--- src/rtl/priv_pkg.sv ---
package priv_pkg;
  localparam int FC_W = 3;
  localparam logic [FC_W-1:0] FC_USR_DATA = 3'b001;
  localparam logic [FC_W-1:0] FC_USR_PROG = 3'b010;
  localparam logic [FC_W-1:0] FC_SUP_DATA = 3'b101;
  localparam logic [FC_W-1:0] FC_SUP_PROG = 3'b110;
  localparam logic [FC_W-1:0] FC_CPU      = 3'b111;

  // instruction class bit positions
  localparam int CLS_STOP   = 0;
  localparam int CLS_LPSTOP = 1;
  localparam int CLS_RESET  = 2;
  localparam int CLS_SRW    = 3;
  localparam int CLS_USP    = 4;
  localparam int NCLS       = 5;

  localparam int BANK_USR = 0;
  localparam int BANK_SUP = 1;
  localparam int NBANK    = 2;
endpackage

--- src/rtl/sr_ctrl.sv ---
module sr_ctrl #(
  parameter int SR_W  = 16,
  parameter int S_POS = 13
) (
  input  logic            clk,
  input  logic            rst,
  input  logic            exc_enter,
  input  logic            exc_return,
  input  logic            wr_en,
  input  logic [SR_W-1:0] wr_data,
  output logic [SR_W-1:0] sr_q,
  output logic [SR_W-1:0] saved_q,
  output logic            s_bit
);
  localparam logic [SR_W-1:0] S_MASK = SR_W'(1) << S_POS;

  always_ff @(posedge clk) begin
    if (rst) begin
      sr_q    <= S_MASK;
      saved_q <= '0;
    end else if (exc_enter) begin
      saved_q <= sr_q;
      sr_q    <= sr_q | S_MASK;
    end else if (exc_return) begin
      sr_q <= saved_q;
    end else if (wr_en && sr_q[S_POS]) begin
      sr_q <= wr_data;
    end
  end

  assign s_bit = sr_q[S_POS];


  enter_sets_s_chk: assert property (@(posedge clk) disable iff (rst)
    exc_enter |=> s_bit);


  return_restores_chk: assert property (@(posedge clk) disable iff (rst)
    (exc_return && !exc_enter) |=> (sr_q == $past(saved_q)));
endmodule

--- src/rtl/sp_bank.sv ---
module sp_bank
  import priv_pkg::*;
#(
  parameter int DW = 32
) (
  input  logic          clk,
  input  logic          rst,
  input  logic          s_bit,
  input  logic          usp_path,
  input  logic          wr_en,
  input  logic [DW-1:0] wr_data,
  output logic [DW-1:0] sp_out
);
  logic [NBANK-1:0][DW-1:0] bank_q;
  logic [NBANK-1:0]         bank_we;
  logic                     rd_sup;

  // user level: plain register-7 writes only; move path is refused
  // supervisor level: move path steers to the user bank
  always_comb begin
    bank_we           = '0;
    bank_we[BANK_USR] = wr_en && (s_bit ? usp_path : !usp_path);
    bank_we[BANK_SUP] = wr_en && s_bit && !usp_path;
  end

  for (genvar g = 0; g < NBANK; g++) begin : g_bank
    always_ff @(posedge clk) begin
      if (rst)             bank_q[g] <= '0;
      else if (bank_we[g]) bank_q[g] <= wr_data;
    end
  end

  assign rd_sup = s_bit && !usp_path;
  assign sp_out = rd_sup ? bank_q[BANK_SUP] : bank_q[BANK_USR];


  user_keeps_ssp_chk: assert property (@(posedge clk) disable iff (rst)
    !s_bit |=> $stable(bank_q[BANK_SUP]));
endmodule

--- src/rtl/priv_check.sv ---
module priv_check
  import priv_pkg::*;
(
  input  logic            clk,
  input  logic            rst,
  input  logic            s_bit,
  input  logic            ins_valid,
  input  logic [NCLS-1:0] ins_cls,
  output logic            trap_q
);
  logic violate;

  assign violate = ins_valid && !s_bit && (|ins_cls);

  always_ff @(posedge clk) begin
    if (rst) trap_q <= 1'b0;
    else     trap_q <= violate;
  end


  trap_only_user_chk: assert property (@(posedge clk) disable iff (rst)
    trap_q |-> $past(!s_bit && ins_valid));
endmodule

--- src/rtl/fc_gen.sv ---
module fc_gen
  import priv_pkg::*;
(
  input  logic            s_bit,
  input  logic            prog,
  input  logic            cpu,
  output logic [FC_W-1:0] fc
);
  always_comb begin
    if (cpu)               fc = FC_CPU;
    else if (s_bit &&  prog) fc = FC_SUP_PROG;
    else if (s_bit)          fc = FC_SUP_DATA;
    else if (prog)           fc = FC_USR_PROG;
    else                     fc = FC_USR_DATA;
  end
endmodule

--- src/rtl/priv_sp_ctrl.sv ---
module priv_sp_ctrl
  import priv_pkg::*;
#(
  parameter int DW    = 32,
  parameter int SR_W  = 16,
  parameter int S_POS = 13
) (
  input  logic            clk,
  input  logic            rst,
  input  logic            ins_valid,
  input  logic            ins_stop,
  input  logic            ins_lpstop,
  input  logic            ins_reset,
  input  logic            ins_sr_write,
  input  logic            ins_usp_move,
  input  logic            exc_enter,
  input  logic            exc_return,
  input  logic            sr_wr_en,
  input  logic [SR_W-1:0] sr_wr_data,
  input  logic            a7_wr_en,
  input  logic [DW-1:0]   a7_wr_data,
  input  logic            bus_prog,
  input  logic            bus_cpu,
  output logic [DW-1:0]   sp_out,
  output logic            priv_trap,
  output logic [FC_W-1:0] fc_out,
  output logic [SR_W-1:0] sr_out,
  output logic [SR_W-1:0] sr_saved
);
  logic            s_bit;
  logic [NCLS-1:0] cls;
  logic            usp_path;

  always_comb begin
    cls             = '0;
    cls[CLS_STOP]   = ins_stop;
    cls[CLS_LPSTOP] = ins_lpstop;
    cls[CLS_RESET]  = ins_reset;
    cls[CLS_SRW]    = ins_sr_write;
    cls[CLS_USP]    = ins_usp_move;
  end

  assign usp_path = ins_valid && ins_usp_move;

  sr_ctrl #(.SR_W(SR_W), .S_POS(S_POS)) u_sr (
    .clk(clk), .rst(rst), .exc_enter(exc_enter), .exc_return(exc_return),
    .wr_en(sr_wr_en), .wr_data(sr_wr_data),
    .sr_q(sr_out), .saved_q(sr_saved), .s_bit(s_bit)
  );

  sp_bank #(.DW(DW)) u_sp (
    .clk(clk), .rst(rst), .s_bit(s_bit), .usp_path(usp_path),
    .wr_en(a7_wr_en), .wr_data(a7_wr_data), .sp_out(sp_out)
  );

  priv_check u_chk (
    .clk(clk), .rst(rst), .s_bit(s_bit), .ins_valid(ins_valid),
    .ins_cls(cls), .trap_q(priv_trap)
  );

  fc_gen u_fc (
    .s_bit(s_bit), .prog(bus_prog), .cpu(bus_cpu), .fc(fc_out)
  );


  enter_fc_sup_chk: assert property (@(posedge clk) disable iff (rst)
    exc_enter |=> fc_out[FC_W-1]);


  user_sr_hold_chk: assert property (@(posedge clk) disable iff (rst)
    (!s_bit && !exc_enter && !exc_return) |=> $stable(sr_out));
endmodule

--- config.mk ---
export PLATFORM = sky130hd
export DESIGN_NAME = priv_sp_ctrl
export DESIGN_NICKNAME = d
export VERILOG_FILES = /design/src/rtl/priv_pkg.sv /design/src/rtl/sr_ctrl.sv /design/src/rtl/sp_bank.sv /design/src/rtl/priv_check.sv /design/src/rtl/fc_gen.sv /design/src/rtl/priv_sp_ctrl.sv
export SDC_FILE = /design/constraint.sdc
export NUM_CORES = 1
export LEC_CHECK = 0
export ABC_AREA = 1
export ABC_CLOCK_PERIOD_IN_PS = 2029
export BUFFER_PORTS_ARGS = -buffer_cell sky130_fd_sc_hd__buf_2
export CAP_MARGIN = 10
export CORE_MARGIN = 5
export CORE_UTILIZATION = 51
export DETAILED_ROUTE_END_ITERATION = 6
export GPL_TIMING_DRIVEN = 0
export PLACE_DENSITY_LB_ADDON = 0.05
export SYNTH_ARGS = -nofsm -noshare
export SYNTH_HDL_FRONTEND = slang
export SYNTH_SLANG_ARGS = --single-unit
--- constraint.sdc ---
create_clock -name clk -period 2.03 [get_ports clk]
set_clock_uncertainty 0.2 [all_clocks]
set_input_delay 0.3045 -clock clk [delete_from_list [all_inputs] [get_ports clk]]
set_output_delay 0.3045 -clock clk [all_outputs]
set_load 0.1 [all_outputs]
== After elaboration in Yosys (flattened, before gate mapping) ==
Cells that the tools add are included.
Word-level totals
  flip-flop bits (word level): 97
  latch bits: 0
  RAM bits: 0
  bits in read-only memories: 0
  output and inout bits: 68
  logic and storage cells: 30
  memories kept: 0
Operators by class
  add/sub/neg operators: 0
  $mul: 0
  div/mod/pow operators: 0
  magnitude comparators: 0
  eq/ne operators: 0
  shifts and indexed selects: 0
  mux-type cells: 8
  bitwise logic cells: 1
  reduce and logical (&&, ||, !) cells: 15
Operators by type and width (number)
  $mux 16: 2
  $mux 32: 1
  $logic_and 1x1->1: 9
  $mux 3: 3
  $reduce_or 5->1: 1
  $logic_not 1->1: 2
  $mux 2: 1
  $reduce_and 2->1: 1
  $reduce_bool 2->1: 1
  $reduce_or 2->1: 1
  $mux 1: 1
  $not 1->1: 1

== Longest topological paths before layout ==
Gate-level depths: netlist of the first run.
  depth in word-level cells: 4
  gate-level depth with buffers: 8

== Hierarchy ==
Synthesis of the first run repeated with hierarchy kept, for this count alone.
Second synthesis, totals
  cell total of the unflattened synthesis: 641
  area, all modules: 4284.1 um2
By module, submodules not included
  sp_bank: instances 1, cells an instance 415, area each 2765.2 um2, seq. area each 1281.2 um2
  sr_ctrl: instances 1, cells an instance 210, area each 1432.6 um2, seq. area each 640.6 um2
  priv_check: instances 1, cells an instance 8, area each 56.3 um2, seq. area each 20.0 um2
  fc_gen: instances 1, cells an instance 6, area each 22.5 um2, seq. area each 0.0 um2
  priv_sp_ctrl: instances 1, cells an instance 2, area each 7.5 um2, seq. area each 0.0 um2

== Worst setup path after synthesis of the first run ==
No wires, ideal clock.
  path kind: register to output
  start point: reg u_sr.sr_q[13]
  end point: out sp_out[23]
  arrival: 3.009 ns
  setup slack: -1.483 ns
  cell stages (with the launch flop): 5
  path buffers: 2
  cells stage by stage: dfxtp_1 > ha_1 > buf_2 > clkbuf_1 > o21ai_0
Between the ends
  cells in the longest elaborated chain, start to end: 2
Ends and longest elaborated chain
  start: declaration: line sr_ctrl.sv:11  | output logic [SR_W-1:0] sr_q,
  start signal: assignment: line sr_ctrl.sv:23  | sr_q <= sr_q | S_MASK;
  start signal: assignment: line sr_ctrl.sv:25  | sr_q <= saved_q;
  start signal: assignment: line sr_ctrl.sv:27  | sr_q <= wr_data;
  $logic_and 1x1->1: line sp_bank.sv:33  | assign rd_sup = s_bit && !usp_path;
  $mux 32: line sp_bank.sv:34  | assign sp_out = rd_sup ? bank_q[BANK_SUP] : bank_q[BANK_USR];
  end: declaration: line priv_sp_ctrl.sv:24  | output logic [DW-1:0] sp_out,
Every way passes these cells.

== Final worst setup path of the first run ==
  start point: reg u_sr.sr_q[13]
  end point: out sp_out[27]
Same word-level chain as after synthesis.

==> summary.md, run 1 <==
| Metric | Value |
|---|---|
| Area growth from synthesis to layout | 54.4% |
| Proportion of layout cells with a drive suffix above 1 | 0.314 |
| Port Buffer Count | 128 |
| RSZ-0062 raised after global routing | true |
| All-Layer GR Usage | 0.258 |
| Slack of the critical path | -0.0691 ns |
| Final Cell Area | 6550 um^2 |
| Rel. slew slack | 0.645 |
| Largest area contributor in the netlist | dfxtp_1 |
| Clock tree from TritonCTS | yes |
| Total number of vias | 4,545 |
| Synthesized area | 4240 um^2 |
| H-tree depth | 3 |
| Total negative slack | -1.61 ns |
| Setup-failing EPs final | 32 |
| Fmax | 0.476 GHz |
| Lkg Pwr | 3.15 nW |
| Initial antenna violation count | 1 |
| Worst-Skew Late Latency | 0.37 ns |
| Clock Sinks | 97 |
| Routed wire length | 13,400 um |
| Power Dens Cells | 883 nW/um^2 |
| Crit-path max FO | 5 |
| Grt ovf | 0 |
| Core box area | 8180 um^2 |
| Mean area per synthesized cell | 6.66 um^2 |
| Drt pass-1 iters | 5 |
| Vias in the first global route | 4,520 |
| Placed cell area | 5370 um^2 |
| Fin. Hold Viols | 0 |
| Area fraction of the dominant cell type after synthesis | 0.458 |
| HPWL Detailed | 8550 um |
| Final core utilization | 0.801 |
| Most common cell after layout, fill and taps aside | nand2_1 |
| Post-Synthesis Cells | 637 |
| Syn nets | 700 |
| Violations in the final reports | setup timing |
| Synth Register Bits | 97 |
| IO Pins | 130 |
| Fin nets | 851 |
| DRT met1 WL | 5680 um |
| Unique masters post-synth | 19 |
| Antenna-violating nets left | 0 |
| Top sig layer | met5 |
| Die Height | 101 um |
| DR iter-0 viols | 220 |
| Met3 Wirelength | 910 um |
| Filler cells | 551 |
| Final Cycle Share | 1.03 |
| Wirelength per Cell | 15.0 um |
| Placement row count | 33 |
| Most frequent cells in the layout | nand2_1, buf_2, nor2_1 |
| Die Area | 10,200 um^2 |
| Starting Density | 0.519 |
| Ant diodes | 0 |
| Overall power | 5.78 mW |
| Die width | 101 um |
| DRC viols | 0 |
| Clk slew on worst S/H paths | 0.10 ns |
| DR vias/cell | 5.07 |
| Status | finished with violations |
| Tmin final | 2.10 ns |
| CTS root buf | clkbuf_8 |
| Top cells by area, synth | dfxtp_1, nand2_1, o21ai_0, nor2_1, inv_1 |
| Least-Margin Pin Slew | 0.533 ns |
| Crit start category | flop |
| Largest net degree at the start of global routing | 16 |
| Peak supply drop | 598 uV |
| Maximum clock path buffer count | 2 |
| Total number of yosys warnings | 0 |
| Critical path type | reg2out |
| WP data required | 1.53 ns |
| Slew Limit Fails | 0 |
| First-pass GRT wire length | 21,100 um |
| GPL Wtd Cong | 0.846 |
| Total CTS buffers | 9 |
| Maximum Capacitance Violations | 0 |
| Worst hold path class | in2reg |
| Critical path data arrival time | 1.59 ns |
| Seq/Total Area, Yosys | 0.458 |
| Met2 wire len | 6670 um |
| Crit. End Element | output port |
## layout make-up
type	count	area [um^2]	area share
plain buffers	39	363	0.0554
clock buffers	10	138	0.0210
clock inverters	5	104	0.0159
inverters	85	319	0.0487
multi-input cells	416	2230	0.341
flip-flops and latches	97	1950	0.297
well taps	105	131	0.0201
repair buffers	140	1320	0.201
## synthesized netlist by cell type
master,n
nand2_1,181
nor2_1,99
dfxtp_1,97
inv_1,84
o21ai_0,80
a21oi_1,47
clkbuf_1,20
buf_4,6
buf_6,6
buf_2,5
buf_1,2
nand3_1,2
or2_2,2
ha_1,1
inv_2,1
nand2_2,1
nand3b_1,1
nand4_1,1
nor2_8,1
## routing by layer
metal	GRT usage	up-vias
met3	0.0475	19
met2	0.449	156
met1	0.322	2125
met5	0	-
met4	0.0869	2
li1	-	2243
## sequential cells by signal (all words and copies together), names as in the netlist
| name | count |
|---|---|
| u_sr.sr_q | 16 |
| u_sp.bank_q | 64 |
| u_chk.trap_q | 1 |
| u_sr.saved_q | 16 |
## power breakdown
group | total, mW | switching (mW) | internal (mW)
logic | 2.12 | 1.45 | 0.672
registers | 2.14 | 0.0835 | 2.05
clock network | 1.52 | 0.678 | 0.846
## logic make-up (layout without fill, tap and decap cells)
kind of cell / after synthesis / in the layout / synth area share
fa+ha+maj: 1 / 1 / 0.00295
compound gates: 127 / 127 / 0.150
flops: 97 / 97 / 0.458
simple gates: 288 / 288 / 0.262
buf+inv: 124 / 279 / 0.127
## path summary, 6_finish.rpt
path            startpoint  cells past startpoint         endpoint  slack (ns)
max          u_sr.sr_q[13]                      5       sp_out[27]       -0.07
max reg2reg  u_sr.sr_q[13]                      5   u_sp.bank_q[6]        0.17
min reg2reg   u_sr.sr_q[2]                      2  u_sr.saved_q[2]        0.27
min          a7_wr_data[7]                      3   u_sp.bank_q[7]        0.03
## worst max-delay path, cell delays in order, from the launching register on
cell and delay [ns]:
dfxtp_4 0.36, ha_4 0.19, buf_12 0.15, clkbuf_16 0.16, o21ai_4 0.17, buf_12 0.19
## per-stage QoR
stage | cells | hold WS (ns) | worst slack, ns
finish | 897 | 0.0324 | -0.0691
global route | 897 | 0.0345 | -0.111
CTS | 893 | 0.0228 | -0.0665
detailed placement | 870 | 0.259 | -0.601
global placement | 870 | 0.250 | -0.569
floorplan | 637 | 0.230 | -0.0805
## timing repair
| item | CTS | global route |
|---|---|---|
| buffers inserted | 3 | 1 |
| hold buffers | 0 | 0 |
| gates cloned | 5 | 3 |
| endpoints found under the hold margin | 0 | 0 |
| resized for setup | 186 | 13 |
| endpoints found under the setup margin | 42 | 32 |
| pin swaps | 5 | 5 |
Power figures use the tool's default switching activity.
==> run 2: changes to the inputs <==
CORE_ASPECT_RATIO = 1.2   (was default)
SLEW_MARGIN = 0   (was default)
==> run 2 against run 1 <==
Against the previous run: the flow still finishes with violations (setup timing); fmax decreased by 0.45%; register-to-register slack got worse by 0.04 ns; sequential cell count unchanged; clock power decreased by 11%; critical path depth unchanged; power decreased by 4.7%; via count decreased by 2.7%; clock-buffer cell count increased by 3; largest power group unchanged.
==> summary.md, run 2 (synthesis results as in run 1) <==
| Metric | Value |
|---|---|
| Setup-failing EPs final | 32 |
| Final core utilization | 0.773 |
| Maximum Capacitance Violations | 0 |
| Fmax | 0.474 GHz |
| Critical path type | reg2out |
| Wirelength per Cell | 14.5 um |
| IO Pins | 130 |
| GR Util met3 | 0.0520 |
| Crit-path leading delay family | buffers and inverters |
| CP max stage delay | 0.36 ns |
| Slack of the critical path | -0.0787 ns |
| Clk slew on worst S/H paths | 0.09 ns |
| Power Dens Cells | 880 nW/um^2 |
| Worst path cell trace | ha_4, buf_12, clkbuf_16, o21ai_4, buf_12 |
| Drt pass-1 iters | 4 |
| Clock Sinks | 97 |
| Crit-path max FO | 10 |
| DR vias/cell | 5.03 |
| Most common cell on crit path | buf_12 |
| Top Registers | u_sp.bank_q (64), u_sr.saved_q (16), u_sr.sr_q (16) |
| Largest net degree at the start of global routing | 15 |
| Core box area | 8110 um^2 |
| Pre-CTS setup slack | -0.543 ns |
| RSZ-0062 raised after global routing | true |
| Critical path data arrival time | 1.60 ns |
| Final Cycle Share | 1.04 |
| Maximum clock path buffer count | 2 |
| Grt ovf | 0 |
| Most frequent cells in the layout | nand2_1, buf_2, nor2_1 |
| Rel. slew slack | 0.629 |
| Routed wire length | 12,700 um |
| Total CTS buffers | 9 |
| GPL Wtd Cong | 0.836 |
| Fin nets | 843 |
| GR Util met2 | 0.457 |
| Worst-Skew Late Latency | 0.37 ns |
| Die Area | 10,300 um^2 |
| Ant diodes | 0 |
| Least-Margin Pin Slew | 0.557 ns |
| Port Buffer Count | 128 |
| Die width | 93.3 um |
| Crit start category | flop |
| Worst hold path class | in2reg |
| Slew Limit Fails | 0 |
| Crit path max-delay cell type | dfxtp_4 |
| Max FFs per register | 64 |
| Initial antenna violation count | 2 |
| Total number of vias | 4,423 |
| Lkg Pwr | 3.02 nW |
| Reg-to-Reg Start | u_sr.sr_q[13] |
| Area growth from synthesis to layout | 47.6% |
| Placement row count | 36 |
| All-Layer GR Usage | 0.254 |
| Met1 GRT Util | 0.286 |
| Tmin final | 2.11 ns |
| Reg with most FFs | u_sp.bank_q |
| Launch point of the worst hold path | a7_wr_data[7] |
| Critical Path Start | u_sr.sr_q[13] |
| Violations in the final reports | setup timing |
| Peak supply drop | 571 uV |
| First-pass GRT wire length | 20,500 um |
| Die Height | 110 um |
| Antenna-violating nets left | 0 |
| Fin. Hold Viols | 0 |
| Worst path bufs/invs | 3 |
| Vias in the first global route | 4,429 |
| HPWL Detailed | 8440 um |
| Busiest grt layer | met2 |
| Status | finished with violations |
| H-tree depth | 3 |
| DR iter-0 viols | 210 |
| Starting Density | 0.523 |
| Proportion of layout cells with a drive suffix above 1 | 0.273 |
| Clock tree from TritonCTS | yes |
| DRC viols | 0 |
| WP data required | 1.53 ns |
| Crit. End Element | output port |
| CTS root buf | clkbuf_8 |
| Most common cell after layout, fill and taps aside | nand2_1 |
-- run 2: changes by cell type in the layout (fill, tap and decap cells not counted), sizes merged --
cell         change
buf              -4
clkbuf           -2
bufinv           -1
clkinv           -1
dlygate4sd3      +1
-- run 2: where the power goes --
group          internal (mW)  switching (mW)  leakage, nW  total (mW)
registers               2.05          0.0745        0.801        2.13
clock network          0.695           0.656        0.102        1.35
logic                  0.616            1.42         2.12        2.03
-- run 2: per-stage QoR --
stage / power [mW] / hold slack [ns] / std cells / cell area [um^2] / setup TNS, ns
after CTS: 5.50 / 0.0182 / 880 / 6240 / -1.89
after global routing: 5.73 / 0.0324 / 880 / 6260 / -3.39
after global placement: 3.84 / 0.253 / 860 / 5360 / -15.93
after detailed placement: 3.87 / 0.265 / 860 / 5360 / -16.56
final: 5.51 / 0.0261 / 880 / 6260 / -1.81
after floorplan: 3.56 / 0.230 / 637 / 4600 / -1.80
-- run 2: path summary, 6_finish.rpt --
kind                                         end  slack, ns  cells after the start
worst max-delay path                   sp_out[5]      -0.08                      5
worst min-delay path              u_sp.bank_q[7]       0.03                      3
worst max register to register   u_sp.bank_q[18]       0.13                      5
worst min register to register  u_sr.saved_q[11]       0.28                      2
-- run 2: per-layer routing --
layer  up-vias  share of wire
met2       128           0.51
met3        31          0.054
met1      2041           0.41
li1       2219              -
met5         -         0.0011
met4         4          0.023
-- run 2: what timing repair did --
item	4_1_cts	5_1_grt
setup buffers	1	0
cloned	2	0
pin swaps	3	1
hold endpoints to repair	1	0
resized for setup	157	10
hold buffers	1	0
endpoints found under the setup margin	33	32
-- run 2: cell type report --
| class | instances | area [um^2] |
|---|---|---|
| plain buffers | 39 | 333 |
| clock inverters | 3 | 65.1 |
| clock buffers | 13 | 139 |
| flip-flops and latches | 97 | 1950 |
| multi-input cells | 416 | 2150 |
| repair buffers | 132 | 1190 |
| well taps | 95 | 119 |
| fillers | 579 | 1840 |
| inverters | 85 | 319 |
-- run 2: worst reg2reg max path, cell delays in order, from the launching register on --
cell and delay [ns]:
dfxtp_4 0.36, ha_4 0.23, nand2_1 0.26, clkbuf_1 0.41, o21ai_0 0.15, a21oi_1 0.21
==> run 3: changes to the inputs <==
RECOVER_POWER = 50   (was default)
==> run 3 against run 2 <==
Against the previous run: the flow still finishes with violations (setup timing); combinational power barely moved; cell count did not move; register-to-register slack barely moved; clock power barely moved; core utilization fell by 0.63 points; power fell by 0.44%; critical path type unchanged.
==> summary.md, run 3 (synthesis results as in run 1) <==
| Metric | Value |
|---|---|
| Proportion of layout cells with a drive suffix above 1 | 0.266 |
| HPWL Detailed | 8440 um |
| Peak supply drop | 569 uV |
| Tmin final | 2.11 ns |
| Total number of vias | 4,425 |
| FF-to-FF path depth | 5 |
| DR iter-0 viols | 149 |
| Critical path endpoint | sp_out[6] |
| FF-to-FF setup slack | 0.13 ns |
| Worst hold path class | in2reg |
| Maximum clock path buffer count | 2 |
| Slack of the critical path | -0.0794 ns |
| Antenna-violating nets left | 0 |
| Worst-Skew Late Latency | 0.37 ns |
| Most frequent cells in the layout | nand2_1, nor2_1, buf_2, dfxtp_1, inv_1 |
| Placed cell count | 860 |
| Die width | 93.3 um |
| Port Buffer Count | 128 |
| Routed wire length | 12,700 um |
| Starting Density | 0.523 |
| Core box area | 8110 um^2 |
| Critical path type | reg2out |
| Lkg Pwr | 3.00 nW |
| Die Height | 110 um |
| Fin. Hold Viols | 0 |
| Die Area | 10,300 um^2 |
| Rel. slew slack | 0.622 |
| Finished Layout Cells | 880 |
| Hold slack final | 0.0315 ns |
| GPL Wtd Cong | 0.836 |
| CTS root buf | clkbuf_8 |
| DRC viols | 0 |
| Clock tree from TritonCTS | yes |
| WP data required | 1.53 ns |
| Clock Sinks | 97 |
| Placement row count | 36 |
| Ant diodes | 0 |
| DR vias/cell | 5.03 |
| Top Registers | u_sp.bank_q (64), u_sr.saved_q (16), u_sr.sr_q (16) |
| First-pass GRT wire length | 20,500 um |
| Slew Limit Fails | 0 |
| Setup-failing EPs final | 32 |
| Grt ovf | 0 |
| Vias in the first global route | 4,429 |
| Final Cycle Share | 1.04 |
| Wirelength per Cell | 14.4 um |
| Largest net degree at the start of global routing | 15 |
| Reg with most FFs | u_sp.bank_q |
| Maximum Capacitance Violations | 0 |
| Crit start category | flop |
| Fin nets | 843 |
| Critical path data arrival time | 1.60 ns |
| Status | finished with violations |
| Fmax | 0.474 GHz |
| Initial antenna violation count | 2 |
| Max FFs per register | 64 |
| Filler cells | 594 |
| Area growth from synthesis to layout | 46.4% |
| Reg-to-Reg Start | u_sr.sr_q[13] |
| All-Layer GR Usage | 0.254 |
| Least-Margin Pin Slew | 0.566 ns |
| Power Dens Cells | 883 nW/um^2 |
| Most common cell after layout, fill and taps aside | nand2_1 |
| H-tree depth | 3 |
| Total CTS buffers | 9 |
| Violations in the final reports | setup timing |
| R2R Path End | u_sp.bank_q[18] |
| RSZ-0062 raised after global routing | true |
| Crit-path max FO | 10 |
| Critical Path Start | u_sr.sr_q[13] |
| Clk slew on worst S/H paths | 0.09 ns |
| Drt pass-1 iters | 5 |
| Crit. End Element | output port |
| IO Pins | 130 |
## run 3: cell types whose count changed in the layout (fill, tap and decap cells not counted)
| cell | delta |
|---|---|
| buf_1 | -1 |
| buf_2 | -4 |
| buf_4 | -2 |
| buf_6 | -4 |
| clkbuf_1 | +5 |
| clkbuf_2 | +6 |
| nand2_1 | +1 |
| nand2_2 | -1 |
| nor2_2 | +1 |
| nor2_8 | -1 |
## run 3: worst min-delay path by stage
stage | startpoint | endpoint | slack, ns | depth (start not counted)
after floorplan | ins_valid | u_chk.trap_q | 0.23 | 2
after global placement | u_sr.sr_q[10] | u_sr.saved_q[10] | 0.25 | 2
after detailed placement | u_sr.sr_q[8] | u_sr.saved_q[8] | 0.27 | 2
after CTS | a7_wr_data[11] | u_sp.bank_q[11] | 0.02 | 3
after global routing | a7_wr_data[22] | u_sp.bank_q[22] | 0.03 | 3
final | a7_wr_data[7] | u_sp.bank_q[7] | 0.03 | 3
## run 3: worst max-delay path: stages, from the launching register on
cell and delay (ns):
dfxtp_4 0.36, ha_4 0.18, buf_12 0.15, clkbuf_16 0.19
o21ai_4 0.17, buf_12 0.19
## run 3: area by class of cell
class | instances | area, um^2 | area share
inverters | 85 | 319 | 0.0514
plain buffers | 39 | 300 | 0.0483
flip-flops and latches | 97 | 1950 | 0.313
multi-input cells | 416 | 2140 | 0.344
well taps | 95 | 119 | 0.0191
clock inverters | 3 | 65.1 | 0.0105
repair buffers | 132 | 1190 | 0.191
clock buffers | 13 | 139 | 0.0224
## run 3: metal layers
metal	GRT usage	up-vias	wire length, um
li1	-	2221	-
met1	0.286	2040	4990
met2	0.457	136	6640
met3	0.0520	24	765
met4	0.117	4	272
met5	0	-	14
## run 3: per-stage QoR
| step | worst slack [ns] | area, um^2 | total power, mW | util | TNS, ns |
|---|---|---|---|---|---|
| final | -0.0794 | 6210 | 5.49 | 0.766 | -1.73 |
| after global routing | -0.126 | 6210 | 5.71 | 0.766 | -3.39 |
| after CTS | -0.0831 | 6240 | 5.50 | 0.770 | -1.89 |
| after detailed placement | -0.543 | 5360 | 3.87 | 0.661 | -16.56 |
| after global placement | -0.520 | 5360 | 3.84 | 0.661 | -15.93 |
| after floorplan | -0.0805 | 4600 | 3.56 | - | -1.80 |
## run 3: what timing repair did
action | CTS | global route
setup endpoints to repair | 33 | 32
resized for setup | 157 | 10
buffers inserted | 1 | 0
pin swaps | 3 | 1
hold endpoints to repair | 1 | 0
cloned | 2 | 0
hold buffers | 1 | 0
## run 3: report_power, final
group          switching, mW  internal [mW]  total [mW]  leakage, nW
clock network          0.649          0.695        1.34        0.102
logic                   1.41          0.603        2.02         2.09
registers             0.0740           2.05        2.13        0.801
